<file path="config.mk">
export PLATFORM = sky130hd
export DESIGN_NAME = sram_ctl_top
export DESIGN_NICKNAME = d
export VERILOG_FILES = /design/src/rtl/sram_ctl_pkg.sv /design/src/rtl/sram_ctl_fsm.sv /design/src/rtl/sram_ctl_pins.sv /design/src/rtl/sram_ctl_top.sv
export SDC_FILE = /design/constraint.sdc
export NUM_CORES = 1
export LEC_CHECK = 0
export BUFFER_PORTS_ARGS = -buffer_cell sky130_fd_sc_hd__buf_2
export CAP_MARGIN = 20
export CORE_ASPECT_RATIO = 1.2
export CORE_MARGIN = 1
export CORE_UTILIZATION = 49
export CTS_CLUSTER_DIAMETER = 150
export DETAILED_ROUTE_END_ITERATION = 7
export PLACE_DENSITY = 0.83
export SYNTH_ARGS = -nofsm -noshare
export SYNTH_HDL_FRONTEND = slang
export SYNTH_HIERARCHICAL = 1
export SYNTH_SLANG_ARGS = --single-unit
</file>
<file path="constraint.sdc">
create_clock -name clk_i -period 2.71 [get_ports clk_i]
set_clock_uncertainty 0.2 [all_clocks]
set_input_delay 0.542 -clock clk_i [delete_from_list [all_inputs] [get_ports clk_i]]
set_output_delay 0.542 -clock clk_i [all_outputs]
set_load 0.05 [all_outputs]
</file>
<file path="src/rtl/sram_ctl_pkg.sv">
package sram_ctl_pkg;

  typedef enum logic [2:0] {
    ST_IDLE,
    ST_TURN,
    ST_WSET,
    ST_WSTB,
    ST_RACC
  } st_e;

  // grade: 0 fastest, 1 middle, 2 slowest
  function automatic int pick_ps(input int grade, input int g0, input int g1, input int g2);
    if (grade == 0) return g0;
    if (grade == 1) return g1;
    return g2;
  endfunction

  // round up to whole clock cycles, never below one
  function automatic int ps_to_cyc(input int ps, input int clk_ps);
    int c;
    c = (ps + clk_ps - 1) / clk_ps;
    if (c < 1) c = 1;
    return c;
  endfunction

  function automatic int imax(input int a, input int b);
    return (a > b) ? a : b;
  endfunction

endpackage

</file>
<file path="src/rtl/sram_ctl_fsm.sv">
module sram_ctl_fsm
  import sram_ctl_pkg::*;
#(
  parameter int WP_CYC = 2,
  parameter int RD_CYC = 2,
  parameter int TA_CYC = 1,
  parameter int CNT_W  = 2
) (
  input  logic             clk_i,
  input  logic             rst_ni,
  input  logic             req_valid_i,
  input  logic             req_we_i,
  output logic             ready_o,
  output logic             accept_o,
  output logic             cap_o,
  output st_e              state_o,
  output logic [CNT_W-1:0] cnt_o
);

  localparam logic [CNT_W-1:0] WP_L = CNT_W'(WP_CYC - 1);
  localparam logic [CNT_W-1:0] RD_L = CNT_W'(RD_CYC - 1);
  localparam logic [CNT_W-1:0] TA_L = CNT_W'(TA_CYC - 1);

  st_e              state_q, state_d;
  logic [CNT_W-1:0] cnt_q;
  logic             last_rd_q;
  logic             last;

  always_comb begin
    accept_o = req_valid_i && (state_q == ST_IDLE);
    case (state_q)
      ST_TURN: last = (cnt_q == TA_L);
      ST_WSTB: last = (cnt_q == WP_L);
      ST_RACC: last = (cnt_q == RD_L);
      default: last = 1'b1;
    endcase
    state_d = state_q;
    case (state_q)
      ST_IDLE: if (accept_o) state_d = req_we_i ? (last_rd_q ? ST_TURN : ST_WSET) : ST_RACC;
      ST_TURN: if (last) state_d = ST_WSET;
      ST_WSET: state_d = ST_WSTB;
      ST_WSTB: if (last) state_d = ST_IDLE;
      ST_RACC: if (last) state_d = ST_IDLE;
      default: state_d = ST_IDLE;
    endcase
  end

  always_ff @(posedge clk_i or negedge rst_ni) begin
    if (!rst_ni) begin
      state_q   <= ST_IDLE;
      cnt_q     <= '0;
      last_rd_q <= 1'b0;
    end else begin
      state_q <= state_d;
      cnt_q   <= (state_d != state_q) ? '0 : cnt_q + 1'b1;
      if (accept_o) last_rd_q <= !req_we_i;
    end
  end

  assign ready_o = (state_q == ST_IDLE);
  assign cap_o   = (state_q == ST_RACC) && last;
  assign state_o = state_q;
  assign cnt_o   = cnt_q;

  p_busy_after_accept_r6: assert property (@(posedge clk_i) disable iff (!rst_ni)
    accept_o |=> !ready_o);

endmodule

</file>
<file path="src/rtl/sram_ctl_pins.sv">
module sram_ctl_pins
  import sram_ctl_pkg::*;
#(
  parameter int AW            = 15,
  parameter int DW            = 8,
  parameter int CNT_W         = 2,
  parameter int HZ_CYC        = 0,
  parameter bit OE_HIGH_WRITE = 1'b1
) (
  input  logic             clk_i,
  input  logic             rst_ni,
  input  logic             accept_i,
  input  logic             cap_i,
  input  st_e              state_i,
  input  logic [CNT_W-1:0] cnt_i,
  input  logic [AW-1:0]    req_addr_i,
  input  logic [DW-1:0]    req_wdata_i,
  input  logic [DW-1:0]    mem_dq_i,
  output logic             mem_ce_n_o,
  output logic             mem_we_n_o,
  output logic             mem_oe_n_o,
  output logic [AW-1:0]    mem_addr_o,
  output logic [DW-1:0]    mem_dq_o,
  output logic             mem_dq_oe_o,
  output logic             rd_valid_o,
  output logic [DW-1:0]    rd_data_o
);

  logic [AW-1:0] addr_q;
  logic [DW-1:0] wdata_q, rdata_q;
  logic          rvalid_q;
  logic          in_write;

  always_ff @(posedge clk_i or negedge rst_ni) begin
    if (!rst_ni) begin
      addr_q   <= '0;
      wdata_q  <= '0;
      rdata_q  <= '0;
      rvalid_q <= 1'b0;
    end else begin
      if (accept_i) begin
        addr_q  <= req_addr_i;
        wdata_q <= req_wdata_i;
      end
      if (cap_i) rdata_q <= mem_dq_i;
      rvalid_q <= cap_i;
    end
  end

  assign in_write    = (state_i == ST_WSET) || (state_i == ST_WSTB);
  assign mem_ce_n_o  = !(in_write || (state_i == ST_RACC));
  assign mem_we_n_o  = (state_i != ST_WSTB);
  // driver waits out the memory's release window when OE stays low
  assign mem_dq_oe_o = (state_i == ST_WSTB) && (int'(cnt_i) >= HZ_CYC);
  assign mem_addr_o  = addr_q;
  assign mem_dq_o    = wdata_q;
  assign rd_valid_o  = rvalid_q;
  assign rd_data_o   = rdata_q;

  generate
    if (OE_HIGH_WRITE) begin : g_oe_high
      assign mem_oe_n_o = (state_i != ST_RACC);
    end else begin : g_oe_low
      assign mem_oe_n_o = !(in_write || (state_i == ST_RACC));
    end
  endgenerate

  p_rvalid_pulse_r3: assert property (@(posedge clk_i) disable iff (!rst_ni)
    rd_valid_o |=> !rd_valid_o);

  p_no_contend_r4: assert property (@(posedge clk_i) disable iff (!rst_ni)
    (!mem_ce_n_o && !mem_oe_n_o && mem_we_n_o) |-> !mem_dq_oe_o);

  p_turn_r5: assert property (@(posedge clk_i) disable iff (!rst_ni)
    $rose(mem_dq_oe_o) |-> $past(mem_ce_n_o || mem_oe_n_o || !mem_we_n_o));

  p_addr_stable_r7: assert property (@(posedge clk_i) disable iff (!rst_ni)
    (!mem_ce_n_o && $past(!mem_ce_n_o)) |-> $stable(mem_addr_o));

  p_data_stable_r8: assert property (@(posedge clk_i) disable iff (!rst_ni)
    (mem_dq_oe_o && $past(mem_dq_oe_o)) |-> $stable(mem_dq_o));

endmodule

</file>
<file path="src/rtl/sram_ctl_top.sv">
module sram_ctl_top
  import sram_ctl_pkg::*;
#(
  parameter int CLK_PS        = 5000,
  parameter int GRADE         = 2,
  parameter bit OE_HIGH_WRITE = 1'b1,
  parameter int AW            = 15,
  parameter int DW            = 8
) (
  input  logic          clk_i,
  input  logic          rst_ni,
  input  logic          req_valid_i,
  output logic          req_ready_o,
  input  logic          req_we_i,
  input  logic [AW-1:0] req_addr_i,
  input  logic [DW-1:0] req_wdata_i,
  output logic          rd_valid_o,
  output logic [DW-1:0] rd_data_o,
  output logic          mem_ce_n_o,
  output logic          mem_we_n_o,
  output logic          mem_oe_n_o,
  output logic [AW-1:0] mem_addr_o,
  output logic [DW-1:0] mem_dq_o,
  output logic          mem_dq_oe_o,
  input  logic [DW-1:0] mem_dq_i
);

  localparam int WP_PS   = OE_HIGH_WRITE ? pick_ps(GRADE, 5000, 6000, 7000)
                                         : pick_ps(GRADE, 7000, 8000, 10000);
  localparam int CW_PS   = pick_ps(GRADE, 5000, 6000, 7000);
  localparam int RD_PS   = pick_ps(GRADE, 7000, 8000, 10000);
  localparam int HZOE_PS = pick_ps(GRADE, 4000, 5000, 5000);
  localparam int DS_CYC  = ps_to_cyc(5000, CLK_PS);
  localparam int HZ_CYC  = OE_HIGH_WRITE ? 0 : ps_to_cyc(5000, CLK_PS);
  localparam int WP_CYC  = imax(imax(ps_to_cyc(WP_PS, CLK_PS), ps_to_cyc(CW_PS, CLK_PS)),
                                HZ_CYC + DS_CYC);
  localparam int RD_CYC  = ps_to_cyc(RD_PS, CLK_PS);
  localparam int TA_CYC  = ps_to_cyc(HZOE_PS, CLK_PS);
  localparam int MAX_CYC = imax(imax(WP_CYC, RD_CYC), TA_CYC);
  localparam int CNT_W   = $clog2(MAX_CYC + 1);

  st_e              state;
  logic [CNT_W-1:0] cnt;
  logic             accept, cap;

  sram_ctl_fsm #(
    .WP_CYC(WP_CYC), .RD_CYC(RD_CYC), .TA_CYC(TA_CYC), .CNT_W(CNT_W)
  ) u_fsm (
    .clk_i      (clk_i),
    .rst_ni     (rst_ni),
    .req_valid_i(req_valid_i),
    .req_we_i   (req_we_i),
    .ready_o    (req_ready_o),
    .accept_o   (accept),
    .cap_o      (cap),
    .state_o    (state),
    .cnt_o      (cnt)
  );

  sram_ctl_pins #(
    .AW(AW), .DW(DW), .CNT_W(CNT_W), .HZ_CYC(HZ_CYC), .OE_HIGH_WRITE(OE_HIGH_WRITE)
  ) u_pins (
    .clk_i      (clk_i),
    .rst_ni     (rst_ni),
    .accept_i   (accept),
    .cap_i      (cap),
    .state_i    (state),
    .cnt_i      (cnt),
    .req_addr_i (req_addr_i),
    .req_wdata_i(req_wdata_i),
    .mem_dq_i   (mem_dq_i),
    .mem_ce_n_o (mem_ce_n_o),
    .mem_we_n_o (mem_we_n_o),
    .mem_oe_n_o (mem_oe_n_o),
    .mem_addr_o (mem_addr_o),
    .mem_dq_o   (mem_dq_o),
    .mem_dq_oe_o(mem_dq_oe_o),
    .rd_valid_o (rd_valid_o),
    .rd_data_o  (rd_data_o)
  );

endmodule

</file>
Word level (Yosys, flattened, before mapping) --
Index checks and enable logic that the tools add are counted. W data, S select, Z words.
Storage, ports and cells: register bits 38, input port bits 35
Operators by class: add/subtract/negate cells 1, equal/unequal tests 8, mux-type cells 8, reductions and logical operators 9
Operators with widths (number):
- $mux W3 | 4
- $pmux W3 S4 | 1
- $eq A3 B2 Y1 const B | 2
- $mux W2 | 2
- $eq A3 B1 Y1 const B | 1
- $eq A3 B3 Y1 const B | 1
- $logic_not A3 Y1 | 1
- $ne A3 B2 Y1 const B | 1
- $ne A3 B3 Y1 | 1
- $ne A3 B3 Y1 const B | 1
- $add A2 B1 Y2 const B | 1
- $eq A2 B1 Y1 const B | 1
- $logic_and A1 B1 Y1 | 2
- $logic_not A1 Y1 | 2
- $logic_not A2 Y1 | 1
- $logic_or A1 B1 Y1 | 2
- $pmux W1 S2 | 1
- $reduce_or A2 Y1 | 1

Longest topological paths before layout --
depth after elaboration 7, gate-level depth with buffers 5

Hierarchy --
Netlist, hierarchy kept.
By module, submodules not included:
- sram_ctl_pins | times used 1, cells an instance 72, area an instance 1208.7 µm², seq. area each 800.8 µm²
- sram_ctl_fsm | times used 1, cells an instance 37, area an instance 365.4 µm², seq. area each 150.1 µm²

Least setup slack after synthesis --
OpenSTA, ideal clock, no wires.
path kind reg-to-output, start point register u_fsm.state_q[1] (netlist: u_fsm/state_o[1]), end point output mem_ce_n_o, arrival 1413 ps, data required time 1968 ps, slack 555 ps, cell stages (with the launch flop) 3, buffers on the path 0, cell sequence dfrtp_1 -> nor2_1 -> mux2i_1
Between the ends: longest elaborated chain between the ends 4
RTL lines:
- start: declaration | line sram_ctl_fsm.sv:24 | st_e state_q, state_d;
- start signal: assignment | line sram_ctl_fsm.sv:54 | state_q <= state_d;
- $eq A3 B2 Y1 | line sram_ctl_pins.sv:50 | assign in_write = (state_i == ST_WSET) || (state_i == ST_WSTB);
- $logic_or A1 B1 Y1 | line sram_ctl_pins.sv:50
- $logic_or A1 B1 Y1 * | line sram_ctl_pins.sv:51 | assign mem_ce_n_o = !(in_write || (state_i == ST_RACC));
- $logic_not A1 Y1 * | line sram_ctl_pins.sv:51
- end: declaration | line sram_ctl_top.sv:19 | output logic mem_ce_n_o,
Every way passes the cells marked *; elsewhere a longest branch is shown, timed or not.

Worst setup path in the final report --
start point register u_fsm.state_q[1] (netlist: u_fsm/state_o[1]), end point output mem_we_n_o
Between the ends: longest elaborated chain between the ends 1
RTL lines:
- $ne A3 B2 Y1 | line sram_ctl_pins.sv:52 | assign mem_we_n_o = (state_i != ST_WSTB);
- end: declaration | line sram_ctl_top.sv:20 | output logic mem_we_n_o,
No other way between the ends.

==> results.md <==
* Site Rows at 22
* Vias per cell at 5.11
* Critical path required time at 1970 ps
* Final hold vios at 0
* First-pass GRT wire length at 4530 µm
* Vias in the first global route at 1070
* Via count at 1119
* Largest net degree at the start of global routing at 39
* Clock Tree Buf Depth at 2
* Outcome: finished, final reports clean
* Max-cap violations at 0
* Setup TNS at 0 ps
* Cts repair resizes at 0
* Mux share of post-synthesis cell area at 24.1%
* Grt total ovfl at 0
* Drt drc at 0
* Post-synth cell types at 23
* Area grow syn2layout at 27.3%
* GR met1 Demand/Resource at 18.4%
* Synth warn at 6
* Antenna violations before repair at 0
* Tcrit/Tclk final at 81.9%
* Leakage at 1.04 nW
* Setup crit start kind: flip-flop
* Top Usage Layer GRT: met2
* H-tree levels at 2
* GRT met3 Usage at 7.38%
* Slew HR at 46.4%
* Post-DRT Antenna Nets at 0
* Critical path class: reg -> out
* Commonest non-fill, non-tap cell in the layout: buf_2
* Register bit count reported by yosys at 38
* Pre-antenna DRT Iters at 3
* Clock power share at 13.2%
* Die width at 53.7 µm
* CTS Buf Count at 5
* Synth Area in Compound Gates at 3.26%
* Root Driver: clkbuf_4
* R2r worst-path depth at 3
* Tot GR Track Use at 18.7%
* CP endpoint kind: primary output
* F_max at 450 MHz
* Syn Area/Cell at 14.4 µm²
* Post-Synth Simple-Gate Area at 6.52%
* Unrepaired setup endpoints after global routing: no
* Minimum clock period at 2220 ps
* Antenna cells at 0
* DR iter-0 viols at 9
* Core ar. at 3060 µm²
* CTS tree: yes
* Fraction of layout cells with a size suffix above 1 at 60.7%
* Int Pwr at 1.40 mW
* Worst hold path type: in -> async
* # hold bufs at CTS at 0
* Final count of negative-setup-slack endpoints at 0
* Power per standard cell area at 1380 nW/µm²
* Io pins at 72
* Starting Density at 51.5%
* Area share of xor/xnor cells in the synthesized design at 0%
* Die area at 3440 µm²
* Hpwl dp at 2300 µm
* Area of the multi-input gates at 558 µm²
* Tightest Pin Transition at 804 ps
* R2r endpoint: u_pins/rd_data_o[4]
* Die height at 64.1 µm
* Reg power frac at 33.8%
* Largest family of logic cells by synthesized area: multiplexers
* Post-Synthesis Cells at 109
* Final net count at 219
* Clock transition at path regs at 100 ps
* Post-synthesis adder-cell area fraction at 1.59%
* GRT met2 Usage at 33.0%
* Setup slack, reg-to-reg at 840 ps
* Critical path data arrival time at 1480 ps
* WHS at 92.1 ps
* Worst r2r src: u_fsm/state_o[0]
* Post-Route WL at 2930 µm
* Number of port buffers at 71
* Clock sinks at 38
* Most frequent cells in the layout: buf_2, dfrtp_1, mux2_2, clkbuf_4, inv_1
* Clk Latency, worst-skew pair at 330 ps
* Postcts setup bufs at 0
* Slew Viols, Final at 0
* Sequential area share after synthesis at 60.4%
* Tot Pwr at 2.76 mW
* Logic pwr share at 53.0%
* Worst IR Drop VDD at 0.00114 V
* RePlAce Congestion at 0.732
* Synthesized area at 1570 µm²
* Synthesized net count at 146
* Fillers at 225
* Critical Path Fanout Max at 11
* Sequential cell area at 951 µm²
* Switching part of the total at 49.3%
* Switching power at 1.36 mW
* Drt wl/cell at 13.4 µm
==> worst max-delay path by stage <==
stage,slack (ps),startpoint,end
3_5_place_dp,830,u_fsm/state_o[0],u_pins/rd_data_o[4]
2_1_floorplan,550,u_fsm/state_o[1],mem_ce_n_o
3_3_place_gp,880,u_fsm/state_o[1],mem_we_n_o
4_1_cts,470,u_fsm/state_o[1],mem_we_n_o
6_report,490,u_fsm/state_o[1],mem_we_n_o
5_1_grt,410,u_fsm/state_o[1],mem_we_n_o
==> worst max-delay path: stages, from the launching register on <==
cell	delay [ps]
dfrtp_1	560
nand2_1	110
or2_2	280
buf_2	210
==> sequential cells by signal, summed over array words and instances, names as in the netlist <==
signal             count
u_pins/rd_data_o       8
u_fsm/state_o          3
u_pins/rd_valid_o      1
u_pins/mem_dq_o        8
u_fsm/cnt_o            2
u_fsm/last_rd_q        1
u_pins/mem_addr_o     15
==> power by group through the flow <==
| stage | clock network, mW | registers (mW) | logic, mW |
|---|---|---|---|
| 2_1_floorplan | 0 | 1.61 | 0.486 |
| 5_1_grt | 0.409 | 0.965 | 1.54 |
| 4_1_cts | 0.382 | 0.935 | 1.48 |
| 3_3_place_gp | 0 | 0.921 | 1.44 |
| 6_report | 0.363 | 0.932 | 1.46 |
| 3_5_place_dp | 0 | 0.948 | 1.47 |
==> Yosys cell counts, drive strengths merged <==
library cell	instances	area, µm²
a21boi	1	7.51
and2	1	8.76
and4bb	1	12.5
inv	5	18.8
nand2	4	15.0
and3	1	6.26
or2	1	6.26
nor3	2	21.3
o21ai	2	10.0
buf	5	46.3
ha	2	25.0
a21oi	2	10.0
mux2i	3	30.0
nor2	4	15.0
nor3b	1	7.51
dfrtp	38	951
mux2	31	349
a31oi	1	6.26
a221oi	2	17.5
nand3	2	10.0
==> through the flow <==
stage	cells	util, %	instance area [µm²]	setup slack (ps)
after CTS	219	65.6	2000	471
after global routing	219	65.6	2000	411
after detailed placement	211	63.1	1930	826
after global placement	211	63.1	1930	885
after floorplan	109	-	1570	555
final	219	65.6	2000	490
==> layout make-up <==
cell class | instances | area share [%]
flip-flops and latches | 38 | 47.5
clock inverters | 1 | 1.50
multi-input cells | 61 | 27.9
well taps | 36 | 2.25
inverters | 5 | 0.937
repair buffers | 71 | 17.7
clock buffers | 7 | 2.25
==> per-layer routing <==
layer	vias up	wire length [µm]
li1	531	-
met1	540	1110
met5	-	0
met3	5	236
met2	43	1540
met4	0	38
==> kinds of logic (layout without fill, tap and decap cells) <==
logic type | count (synthesis) | count (layout)
AND/OR/NAND/NOR | 17 | 17
multiplexers | 34 | 34
adder cells (fa/ha/maj) | 2 | 2
AO/OA/AOI/OAI | 8 | 8
buffers and inverters | 10 | 84
flip-flops | 38 | 38
No activity file was read; power rests on OpenSTA's default activity.
